[src/rtl/potcmd_pkg.sv]
package potcmd_pkg;

  // Instruction opcodes carried in bits 7:4 of the instruction byte
  typedef enum logic [3:0] {
    OP_GANG_D2W = 4'b0001,
    OP_STEP     = 4'b0010,
    OP_GANG_W2D = 4'b1000,
    OP_RD_W     = 4'b1001,
    OP_WR_W     = 4'b1010,
    OP_RD_D     = 4'b1011,
    OP_WR_D     = 4'b1100,
    OP_D2W      = 4'b1101,
    OP_W2D      = 4'b1110
  } opc_e;

  // Frame sequencer states
  typedef enum logic [2:0] {
    ST_IDLE,
    ST_ADDR,
    ST_INSTR,
    ST_DATA,
    ST_SEND,
    ST_STEP,
    ST_SKIP
  } seq_e;

  localparam logic [3:0] DEV_TYPE = 4'b0101;

endpackage

[src/rtl/potcmd_decode.sv]
module potcmd_decode
  import potcmd_pkg::*;
#(
  parameter int NCH = 2,
  parameter int NDR = 4,
  localparam int CW = (NCH > 1) ? $clog2(NCH) : 1,
  localparam int SW = (NDR > 1) ? $clog2(NDR) : 1
) (
  input  logic [7:0]    byte_i,
  output logic          legal_o,
  output opc_e          op_o,
  output logic [CW-1:0] ch_o,
  output logic [SW-1:0] sel_o
);

  logic [1:0] psel;
  logic [1:0] dsel;
  logic       ch_ok;

  always_comb begin
    psel    = byte_i[1:0];
    dsel    = byte_i[3:2];
    op_o    = opc_e'(byte_i[7:4]);
    ch_o    = CW'(psel);
    sel_o   = SW'(dsel);
    ch_ok   = (int'(psel) < NCH);
    legal_o = 1'b0;
    case (op_o)
      OP_RD_W, OP_WR_W, OP_RD_D, OP_WR_D,
      OP_D2W, OP_W2D, OP_STEP:   legal_o = ch_ok;
      OP_GANG_D2W, OP_GANG_W2D:  legal_o = (psel == 2'b00);
      default:                   legal_o = 1'b0;
    endcase
  end

endmodule

[src/rtl/potcmd_regs.sv]
module potcmd_regs #(
  parameter int NCH = 2,
  parameter int NDR = 4,
  parameter int W   = 8,
  parameter logic [NCH*NDR*W-1:0] DR_INIT = '0,
  localparam int CW = (NCH > 1) ? $clog2(NCH) : 1,
  localparam int SW = (NDR > 1) ? $clog2(NDR) : 1
) (
  input  logic               clk,
  input  logic               rst_n,
  // direct wiper write
  input  logic               wr_en,
  input  logic [CW-1:0]      wr_ch,
  input  logic [W-1:0]       wr_val,
  // slot-to-wiper load (per channel mask)
  input  logic [NCH-1:0]     ld_mask,
  input  logic [SW-1:0]      ld_sel,
  // stepping
  input  logic               st_en,
  input  logic [CW-1:0]      st_ch,
  input  logic               st_up,
  // slot commit
  input  logic               cm_en,
  input  logic [NCH-1:0]     cm_mask,
  input  logic [SW-1:0]      cm_sel,
  input  logic [NCH*W-1:0]   cm_data,
  // read port
  input  logic [CW-1:0]      rd_ch,
  input  logic [SW-1:0]      rd_sel,
  output logic [W-1:0]       rd_wiper,
  output logic [W-1:0]       rd_dr,
  output logic [NCH*W-1:0]   wiper_o,
  output logic [NCH*NDR*W-1:0] dr_o
);

  localparam logic [W-1:0] MAXV = {W{1'b1}};

  for (genvar c = 0; c < NCH; c++) begin : g_ch
    logic [W-1:0] wip;
    logic [W-1:0] slot [NDR];

    always_ff @(posedge clk or negedge rst_n) begin
      if (!rst_n) begin
        wip <= '0;
        for (int k = 0; k < NDR; k++) slot[k] <= DR_INIT[(c*NDR+k)*W +: W];
      end else begin
        if (ld_mask[c]) begin
          wip <= slot[ld_sel];
        end else if (wr_en && (wr_ch == CW'(c))) begin
          wip <= wr_val;
        end else if (st_en && (st_ch == CW'(c))) begin
          if (st_up) begin
            if (wip != MAXV) wip <= wip + 1'b1;
          end else begin
            if (wip != '0) wip <= wip - 1'b1;
          end
        end
        if (cm_en && cm_mask[c]) slot[cm_sel] <= cm_data[c*W +: W];
      end
    end

    assign wiper_o[c*W +: W] = wip;
    for (genvar k = 0; k < NDR; k++) begin : g_slot
      assign dr_o[(c*NDR+k)*W +: W] = slot[k];
    end
  end

  always_comb begin
    rd_wiper = wiper_o[int'(rd_ch)*W +: W];
    rd_dr    = dr_o[(int'(rd_ch)*NDR + int'(rd_sel))*W +: W];
  end

endmodule

[src/rtl/potcmd_commit.sv]
module potcmd_commit #(
  parameter int NCH = 2,
  parameter int W   = 8,
  parameter int SW  = 2,
  parameter int CYC = 200,
  localparam int CNT_W = (CYC > 1) ? $clog2(CYC) : 1
) (
  input  logic             clk,
  input  logic             rst_n,
  input  logic             wp_n,
  input  logic             frame_start,
  input  logic             frame_stop,
  input  logic             arm,
  input  logic [NCH-1:0]   arm_mask,
  input  logic [SW-1:0]    arm_sel,
  input  logic [NCH*W-1:0] arm_data,
  output logic             busy,
  output logic             cm_en,
  output logic [NCH-1:0]   cm_mask,
  output logic [SW-1:0]    cm_sel,
  output logic [NCH*W-1:0] cm_data
);

  logic             pend;
  logic [CNT_W-1:0] cnt;

  always_ff @(posedge clk or negedge rst_n) begin
    if (!rst_n) begin
      pend    <= 1'b0;
      busy    <= 1'b0;
      cnt     <= '0;
      cm_mask <= '0;
      cm_sel  <= '0;
      cm_data <= '0;
    end else if (busy) begin
      // protect input has no say once the interval runs
      if (cnt == '0) busy <= 1'b0;
      else           cnt  <= cnt - 1'b1;
    end else if (frame_stop && pend && wp_n) begin
      busy <= 1'b1;
      cnt  <= CNT_W'(CYC - 1);
      pend <= 1'b0;
    end else if (frame_start || !wp_n) begin
      pend <= 1'b0;
    end else if (arm) begin
      pend    <= 1'b1;
      cm_mask <= arm_mask;
      cm_sel  <= arm_sel;
      cm_data <= arm_data;
    end
  end

  assign cm_en = busy && (cnt == '0);

endmodule

[src/rtl/wiper_cmd_engine.sv]
module wiper_cmd_engine
  import potcmd_pkg::*;
#(
  parameter int NCH = 2,
  parameter int NDR = 4,
  parameter int W   = 8,
  parameter int COMMIT_CYCLES = 200,
  parameter logic [NCH*NDR*W-1:0] DR_INIT = 64'h332211A5_73625140,
  localparam int CW = (NCH > 1) ? $clog2(NCH) : 1,
  localparam int SW = (NDR > 1) ? $clog2(NDR) : 1
) (
  input  logic             clk,
  input  logic             rst_n,
  input  logic [3:0]       dev_addr,
  input  logic             wp_n,
  input  logic             bus_start,
  input  logic             bus_stop,
  input  logic             rx_valid,
  output logic             rx_ready,
  input  logic [W-1:0]     rx_data,
  output logic             ack_valid,
  output logic             ack_ok,
  output logic             tx_valid,
  input  logic             tx_ready,
  output logic [W-1:0]     tx_data,
  input  logic             step_valid,
  input  logic             step_up,
  output logic             busy,
  output logic [NCH*W-1:0] wiper_code
);

  seq_e          state;
  opc_e          op_q;
  logic [CW-1:0] ch_q;
  logic [SW-1:0] sel_q;
  logic          recall_q;

  // decoder
  logic          d_legal;
  opc_e          d_op;
  logic [CW-1:0] d_ch;
  logic [SW-1:0] d_sel;

  potcmd_decode #(.NCH(NCH), .NDR(NDR)) u_dec (
    .byte_i (rx_data[7:0]),
    .legal_o(d_legal),
    .op_o   (d_op),
    .ch_o   (d_ch),
    .sel_o  (d_sel)
  );

  // register file hookup
  logic                 wr_en;
  logic [NCH-1:0]       ld_mask;
  logic [SW-1:0]        ld_sel;
  logic                 st_en;
  logic                 cm_en;
  logic                 cm_busy;
  logic [NCH-1:0]       cm_mask;
  logic [SW-1:0]        cm_sel;
  logic [NCH*W-1:0]     cm_data;
  logic [W-1:0]         rd_wiper;
  logic [W-1:0]         rd_dr;
  logic [NCH*NDR*W-1:0] dr_flat;
  logic                 in_step;

  // staging for the commit unit
  logic                 arm;
  logic [NCH-1:0]       arm_mask;
  logic [SW-1:0]        arm_sel;
  logic [NCH*W-1:0]     arm_data;

  logic                 rx_fire;
  logic                 byte_go;
  logic                 byte_ok;
  logic                 tx_load;
  seq_e                 nxt;
  logic [NCH-1:0]       onehot_d;
  logic [NCH-1:0]       onehot_q;

  assign rx_ready = !tx_valid;
  assign rx_fire  = rx_valid && rx_ready;
  assign byte_go  = rx_fire && !bus_start && !bus_stop;
  assign in_step  = (state == ST_STEP);
  assign st_en    = step_valid && in_step;
  assign busy     = cm_busy || recall_q;

  always_comb begin
    onehot_d = '0;
    onehot_d[d_ch] = 1'b1;
    onehot_q = '0;
    onehot_q[ch_q] = 1'b1;
  end

  always_comb begin
    byte_ok  = 1'b0;
    nxt      = ST_SKIP;
    wr_en    = 1'b0;
    tx_load  = 1'b0;
    arm      = 1'b0;
    arm_mask = '0;
    arm_sel  = d_sel;
    arm_data = {NCH{rd_wiper}};
    ld_mask  = '0;
    ld_sel   = d_sel;
    if (recall_q) begin
      ld_mask = '1;
      ld_sel  = '0;
    end else if (byte_go) begin
      case (state)
        ST_ADDR: begin
          byte_ok = (rx_data[7:4] == DEV_TYPE) && (rx_data[3:0] == dev_addr) && !cm_busy;
          nxt     = byte_ok ? ST_INSTR : ST_SKIP;
        end
        ST_INSTR: begin
          if (d_legal) begin
            case (d_op)
              OP_RD_W, OP_RD_D: begin
                byte_ok = 1'b1;
                tx_load = 1'b1;
                nxt     = ST_SEND;
              end
              OP_WR_W, OP_WR_D: begin
                byte_ok = 1'b1;
                nxt     = ST_DATA;
              end
              OP_D2W: begin
                byte_ok = 1'b1;
                ld_mask = onehot_d;
              end
              OP_GANG_D2W: begin
                byte_ok = 1'b1;
                ld_mask = '1;
              end
              OP_W2D: begin
                byte_ok  = wp_n;
                arm      = wp_n;
                arm_mask = onehot_d;
              end
              OP_GANG_W2D: begin
                byte_ok  = wp_n;
                arm      = wp_n;
                arm_mask = '1;
                arm_data = wiper_code;
              end
              OP_STEP: begin
                byte_ok = 1'b1;
                nxt     = ST_STEP;
              end
              default: byte_ok = 1'b0;
            endcase
          end
        end
        ST_DATA: begin
          if (op_q == OP_WR_W) begin
            byte_ok = 1'b1;
            wr_en   = 1'b1;
          end else begin
            byte_ok  = wp_n;
            arm      = wp_n;
            arm_mask = onehot_q;
            arm_sel  = sel_q;
            arm_data = {NCH{rx_data}};
          end
        end
        default: begin
          byte_ok = 1'b0;
          nxt     = (state == ST_STEP) ? ST_STEP : ST_SKIP;
        end
      endcase
    end
  end

  always_ff @(posedge clk or negedge rst_n) begin
    if (!rst_n) begin
      state     <= ST_IDLE;
      op_q      <= OP_RD_W;
      ch_q      <= '0;
      sel_q     <= '0;
      recall_q  <= 1'b1;
      ack_valid <= 1'b0;
      ack_ok    <= 1'b0;
      tx_valid  <= 1'b0;
      tx_data   <= '0;
    end else begin
      recall_q  <= 1'b0;
      ack_valid <= rx_fire;
      ack_ok    <= byte_go && byte_ok;
      if (bus_start)    state <= ST_ADDR;
      else if (bus_stop) state <= ST_IDLE;
      else if (tx_valid && tx_ready) state <= ST_SKIP;
      else if (byte_go) state <= nxt;
      if (byte_go && state == ST_INSTR) begin
        op_q  <= d_op;
        ch_q  <= d_ch;
        sel_q <= d_sel;
      end
      if (bus_start || bus_stop || (tx_valid && tx_ready)) begin
        tx_valid <= 1'b0;
      end else if (tx_load) begin
        tx_valid <= 1'b1;
        tx_data  <= (d_op == OP_RD_W) ? rd_wiper : rd_dr;
      end
    end
  end

  potcmd_regs #(.NCH(NCH), .NDR(NDR), .W(W), .DR_INIT(DR_INIT)) u_regs (
    .clk     (clk),
    .rst_n   (rst_n),
    .wr_en   (wr_en),
    .wr_ch   (ch_q),
    .wr_val  (rx_data),
    .ld_mask (ld_mask),
    .ld_sel  (ld_sel),
    .st_en   (st_en),
    .st_ch   (ch_q),
    .st_up   (step_up),
    .cm_en   (cm_en),
    .cm_mask (cm_mask),
    .cm_sel  (cm_sel),
    .cm_data (cm_data),
    .rd_ch   (d_ch),
    .rd_sel  (d_sel),
    .rd_wiper(rd_wiper),
    .rd_dr   (rd_dr),
    .wiper_o (wiper_code),
    .dr_o    (dr_flat)
  );

  potcmd_commit #(.NCH(NCH), .W(W), .SW(SW), .CYC(COMMIT_CYCLES)) u_commit (
    .clk        (clk),
    .rst_n      (rst_n),
    .wp_n       (wp_n),
    .frame_start(bus_start),
    .frame_stop (bus_stop),
    .arm        (arm),
    .arm_mask   (arm_mask),
    .arm_sel    (arm_sel),
    .arm_data   (arm_data),
    .busy       (cm_busy),
    .cm_en      (cm_en),
    .cm_mask    (cm_mask),
    .cm_sel     (cm_sel),
    .cm_data    (cm_data)
  );

endmodule

[config.mk]
export PLATFORM = sky130hd
export DESIGN_NAME = wiper_cmd_engine
export DESIGN_NICKNAME = d
export VERILOG_FILES = /design/src/rtl/potcmd_pkg.sv /design/src/rtl/potcmd_decode.sv /design/src/rtl/potcmd_regs.sv /design/src/rtl/potcmd_commit.sv /design/src/rtl/wiper_cmd_engine.sv
export SDC_FILE = /design/constraint.sdc
export NUM_CORES = 1
export LEC_CHECK = 0
export BUFFER_PORTS_ARGS = -buffer_cell sky130_fd_sc_hd__buf_2
export CAP_MARGIN = 30
export CELL_PAD_IN_SITES_DETAIL_PLACEMENT = 1
export CELL_PAD_IN_SITES_GLOBAL_PLACEMENT = 1
export CORE_ASPECT_RATIO = 0.9
export CORE_MARGIN = 3
export CORE_UTILIZATION = 49
export DETAILED_ROUTE_END_ITERATION = 7
export PLACE_DENSITY_LB_ADDON = 0.1
export SYNTH_ARGS = -nofsm -noshare
export SYNTH_HDL_FRONTEND = slang
export SYNTH_SLANG_ARGS = --single-unit
[constraint.sdc]
create_clock -name clk -period 2.67 [get_ports clk]
set_input_delay 0.1335 -clock clk [delete_from_list [all_inputs] [get_ports clk]]
set_output_delay 0.1335 -clock clk [all_outputs]
set_load 0.005 [all_outputs]
==> reports/results.ini <==
[setup_path]
cpPeakStageDelay_ns = 0.43
r2r_slack_ns = 0.11
worst_ep_arrival_time_ns = 2.87
cp_slowest_cell = nor2_1
crit_path_cell_trace = inv_1 > ha_1 > nor3b_1 > nand3_1 > nor2_1 > nand2_1 > mux2_2
cp_data_required_time_ns = 2.98
crit_type = reg2reg
worst_setup_path_start_kind = flip-flop
worstPathMaxFanout = 8
cp-end-kind = flip-flop

[clock_tree]
clkLatencyLatePin_ns = 0.43
clockBufferDepth = 2
cts-root-buf = clkbuf_16
cts_made_buffers = 17
htreeDepth = 4
cts_resized = 0
numClockSinks = 132
cts.reportedPaths.clkPinSlew_ns = 0.06
cts_tree = built

[die]
ios = 50
die_area_um2 = 18100
core.rowCount = 43
start_util_pct = 51.2
core_area_um2 = 15800
die_h_um = 128
die_x_um = 141

[synthesis]
synth_enable_flop_cells = 0
postSynth.asyncResetShare_pct = 100
post_synth.cell_area_avg_um2 = 10.0
synth_area_um2 = 8080
synth_fp_nets = 841
synth_compound_area_share_pct = 17.0
synth-seq-area-share_pct = 41.3
synthCells = 805
synth_fa_ha_area_share_pct = 2.51
synth_top_family_by_area = multiplexers
synthMuxAreaShare_pct = 19.1
synth-xor-area-share_pct = 2.28
yosysWarnings = 0
synth-seq-cells = 132
dominantRegCellSynth = dfrtp_1
yosys.area_share.simple_pct = 14.5
synth_cell_type_count = 72

[layout]
nets = 901
synthToLayoutAreaGrowth_pct = 14.9
final_cell_mix = 105 x dfrtp_1, 89 x mux2_2, 73 x nand2_1
finalNonFillerCells = 1080
fin_area_um2 = 9280
multiInputGateArea_um2 = 4490
fin_util_pct = 58.9
n_fill_cell = 1751
final_common_cell = dfrtp_1
diodes = 0
register_area_um2 = 3340
drive_gt1_share_pct = 29.5

[timing]
fin_skew_ns = 0.00952
finalHoldViolCount = 0
rsz0062_at_grt = no
tightest_slew_ns = 0.912
period_minus_slack_ns = 2.56
tns_ns = 0
fmax_mhz = 390
slew-limit-headroom_pct = 39.1
fin_crit_sh_pct = 95.9
hold_ws_ns = 0.0136
drv_slew = 0
setup_violations = 0

[global_routing]
grt_pass1_vias = 7252
antenna_found_initial = 3
grt_max_degree = 83
grt_overflow = 0
grt_pass1_wl_um = 42800
grtUsageTotal_pct = 30.8

[detailed_routing]
drt_iter0_drc = 524
drtPass1Iterations = 5
drtAntennaViolNets = 0
drc_errors = 0
wirelength_um = 27200
drt-vias-per-instance = 6.45
wire_per_inst_um = 25.1
detailroute.via_count = 6969

[power]
leakagePower_nw = 4.20
vdd_ir_drop_max_uv = 490
powerDensity_nw_per_um2 = 576

[place]
place_area_um2 = 8660
placedCellCount = 1044
dp_hpwl_um = 19000
port-buffer-count = 49
globalplace.congestion = 0.869

[worst_hold_path]
hold_class = in2reg

[run_status]
outcome = completed

[run]
drv_cap = 0

repair_timing:
action	4_1_cts	5_1_grt
hold buffers	4	0
hold endpoints to repair	29	0
buffers inserted	0	0
area by class of cell:
type | instances | area share, %
multi-input combinational | 614 | 48.4
sequential | 132 | 36.0
timing repair buffer | 89 | 6.28
clock buffer | 23 | 5.50
tap | 202 | 2.72
clock inverter | 9 | 0.728
inverter | 11 | 0.445
path summary, 6_finish.rpt:
path / from / to / cells after the start
max reg2reg: u_commit.cnt[0] / u_regs.dr_o[0] / 7
min reg2reg: tx_data[1] / tx_data[1] / 1
max: u_commit.cnt[0] / u_regs.dr_o[0] / 7
min: bus_start / state[0] / 3
min in group asynchronous: rst_n / u_regs.g_ch[0].wip[7] / 2
max in group asynchronous: rst_n / u_regs.dr_o[29] / 3
through the flow:
stage / setup slack (ns) / total power [mW]
after global placement: 0.295 / 2.99
after floorplan: 0.382 / 2.73
final: 0.109 / 5.35
after global routing: 0.0223 / 5.55
after detailed placement: 0.139 / 3.04
after CTS: 0.136 / 5.36
kinds of logic (layout without fill, tap and decap cells):
group	count (synthesis)	after routing
AO/OA/AOI/OAI	217	217
multiplexers	127	127
adder cells (fa/ha/maj)	15	15
other	1	1
buffers and inverters	59	132
flip-flops	132	132
XOR/XNOR	21	21
AND/OR/NAND/NOR	233	233
state kept, by name, indices dropped and copies added, names as in the netlist, 2 cells and up:
name,count
u_regs.dr_o,64
u_commit.cm_data,16
u_regs.g_ch.wip,16
tx_data,8
u_commit.cnt,8
op_q,4
state,3
sel_q,2
u_commit.cm_mask,2
u_commit.cm_sel,2
report_power, final:
group	total (mW)	leakage (nW)	internal [mW]	switching, mW
logic	0.750	2.22	0.305	0.445
registers	2.29	1.70	2.12	0.168
clock network	2.31	0.276	1.35	0.953
total	5.35	4.20	3.78	1.57
Yosys cell counts (3+ instances only):
cell | number | area [µm²]
buf_6 | 3 | 33.8
nor4_1 | 6 | 37.5
nand4_1 | 7 | 43.8
nor3_1 | 17 | 85.1
nand2_1 | 73 | 274
buf_2 | 11 | 55.1
a31oi_1 | 8 | 50.1
a22o_1 | 4 | 35.0
dfrtp_1 | 105 | 2630
inv_1 | 11 | 41.3
xor2_1 | 14 | 123
mux4_2 | 13 | 293
o21a_1 | 5 | 37.5
nand2b_1 | 9 | 56.3
ha_1 | 13 | 163
nor2b_1 | 17 | 106
o31ai_1 | 5 | 37.5
or3_1 | 4 | 25.0
a211oi_1 | 22 | 165
mux2i_1 | 25 | 250
a21o_1 | 5 | 37.5
nand3_1 | 9 | 45.0
buf_1 | 5 | 18.8
nor2_1 | 59 | 221
o21ai_0 | 53 | 265
o41ai_1 | 4 | 35.0
o21ai_1 | 7 | 35.0
o22ai_1 | 9 | 56.3
a221oi_1 | 3 | 26.3
o211ai_1 | 5 | 37.5
clkbuf_1 | 29 | 109
a21oi_1 | 58 | 290
mux2_2 | 89 | 1000
dfstp_2 | 27 | 709
a31o_2 | 3 | 26.3
o21bai_1 | 5 | 37.5
nand3b_1 | 4 | 30.0
o221ai_1 | 5 | 43.8
xnor2_1 | 7 | 61.3
a22oi_1 | 6 | 45.0
routing by layer:
metal | share of wire, % | wire, µm | GRT usage (%) | vias to the layer above
li1 | - | - | - | 3098
met1 | 41 | 11200 | 40.2 | 3557
met2 | 48 | 13000 | 49.9 | 251
met3 | 7.5 | 2030 | 8.36 | 57
met4 | 3.1 | 850 | 10.5 | 6
met5 | 0.16 | 43 | 0 | -
worst max-delay path: cells and delay by family, from the launching register on:
family / cells / cell delay, ns
adder cells (fa/ha/maj): 1 / 0.17
buffers and inverters: 1 / 0.07
flip-flops: 1 / 0.41
multiplexers: 1 / 0.41
AND/OR/NAND/NOR: 4 / 1.39
Note: power is estimated with default switching activity, not from simulation.
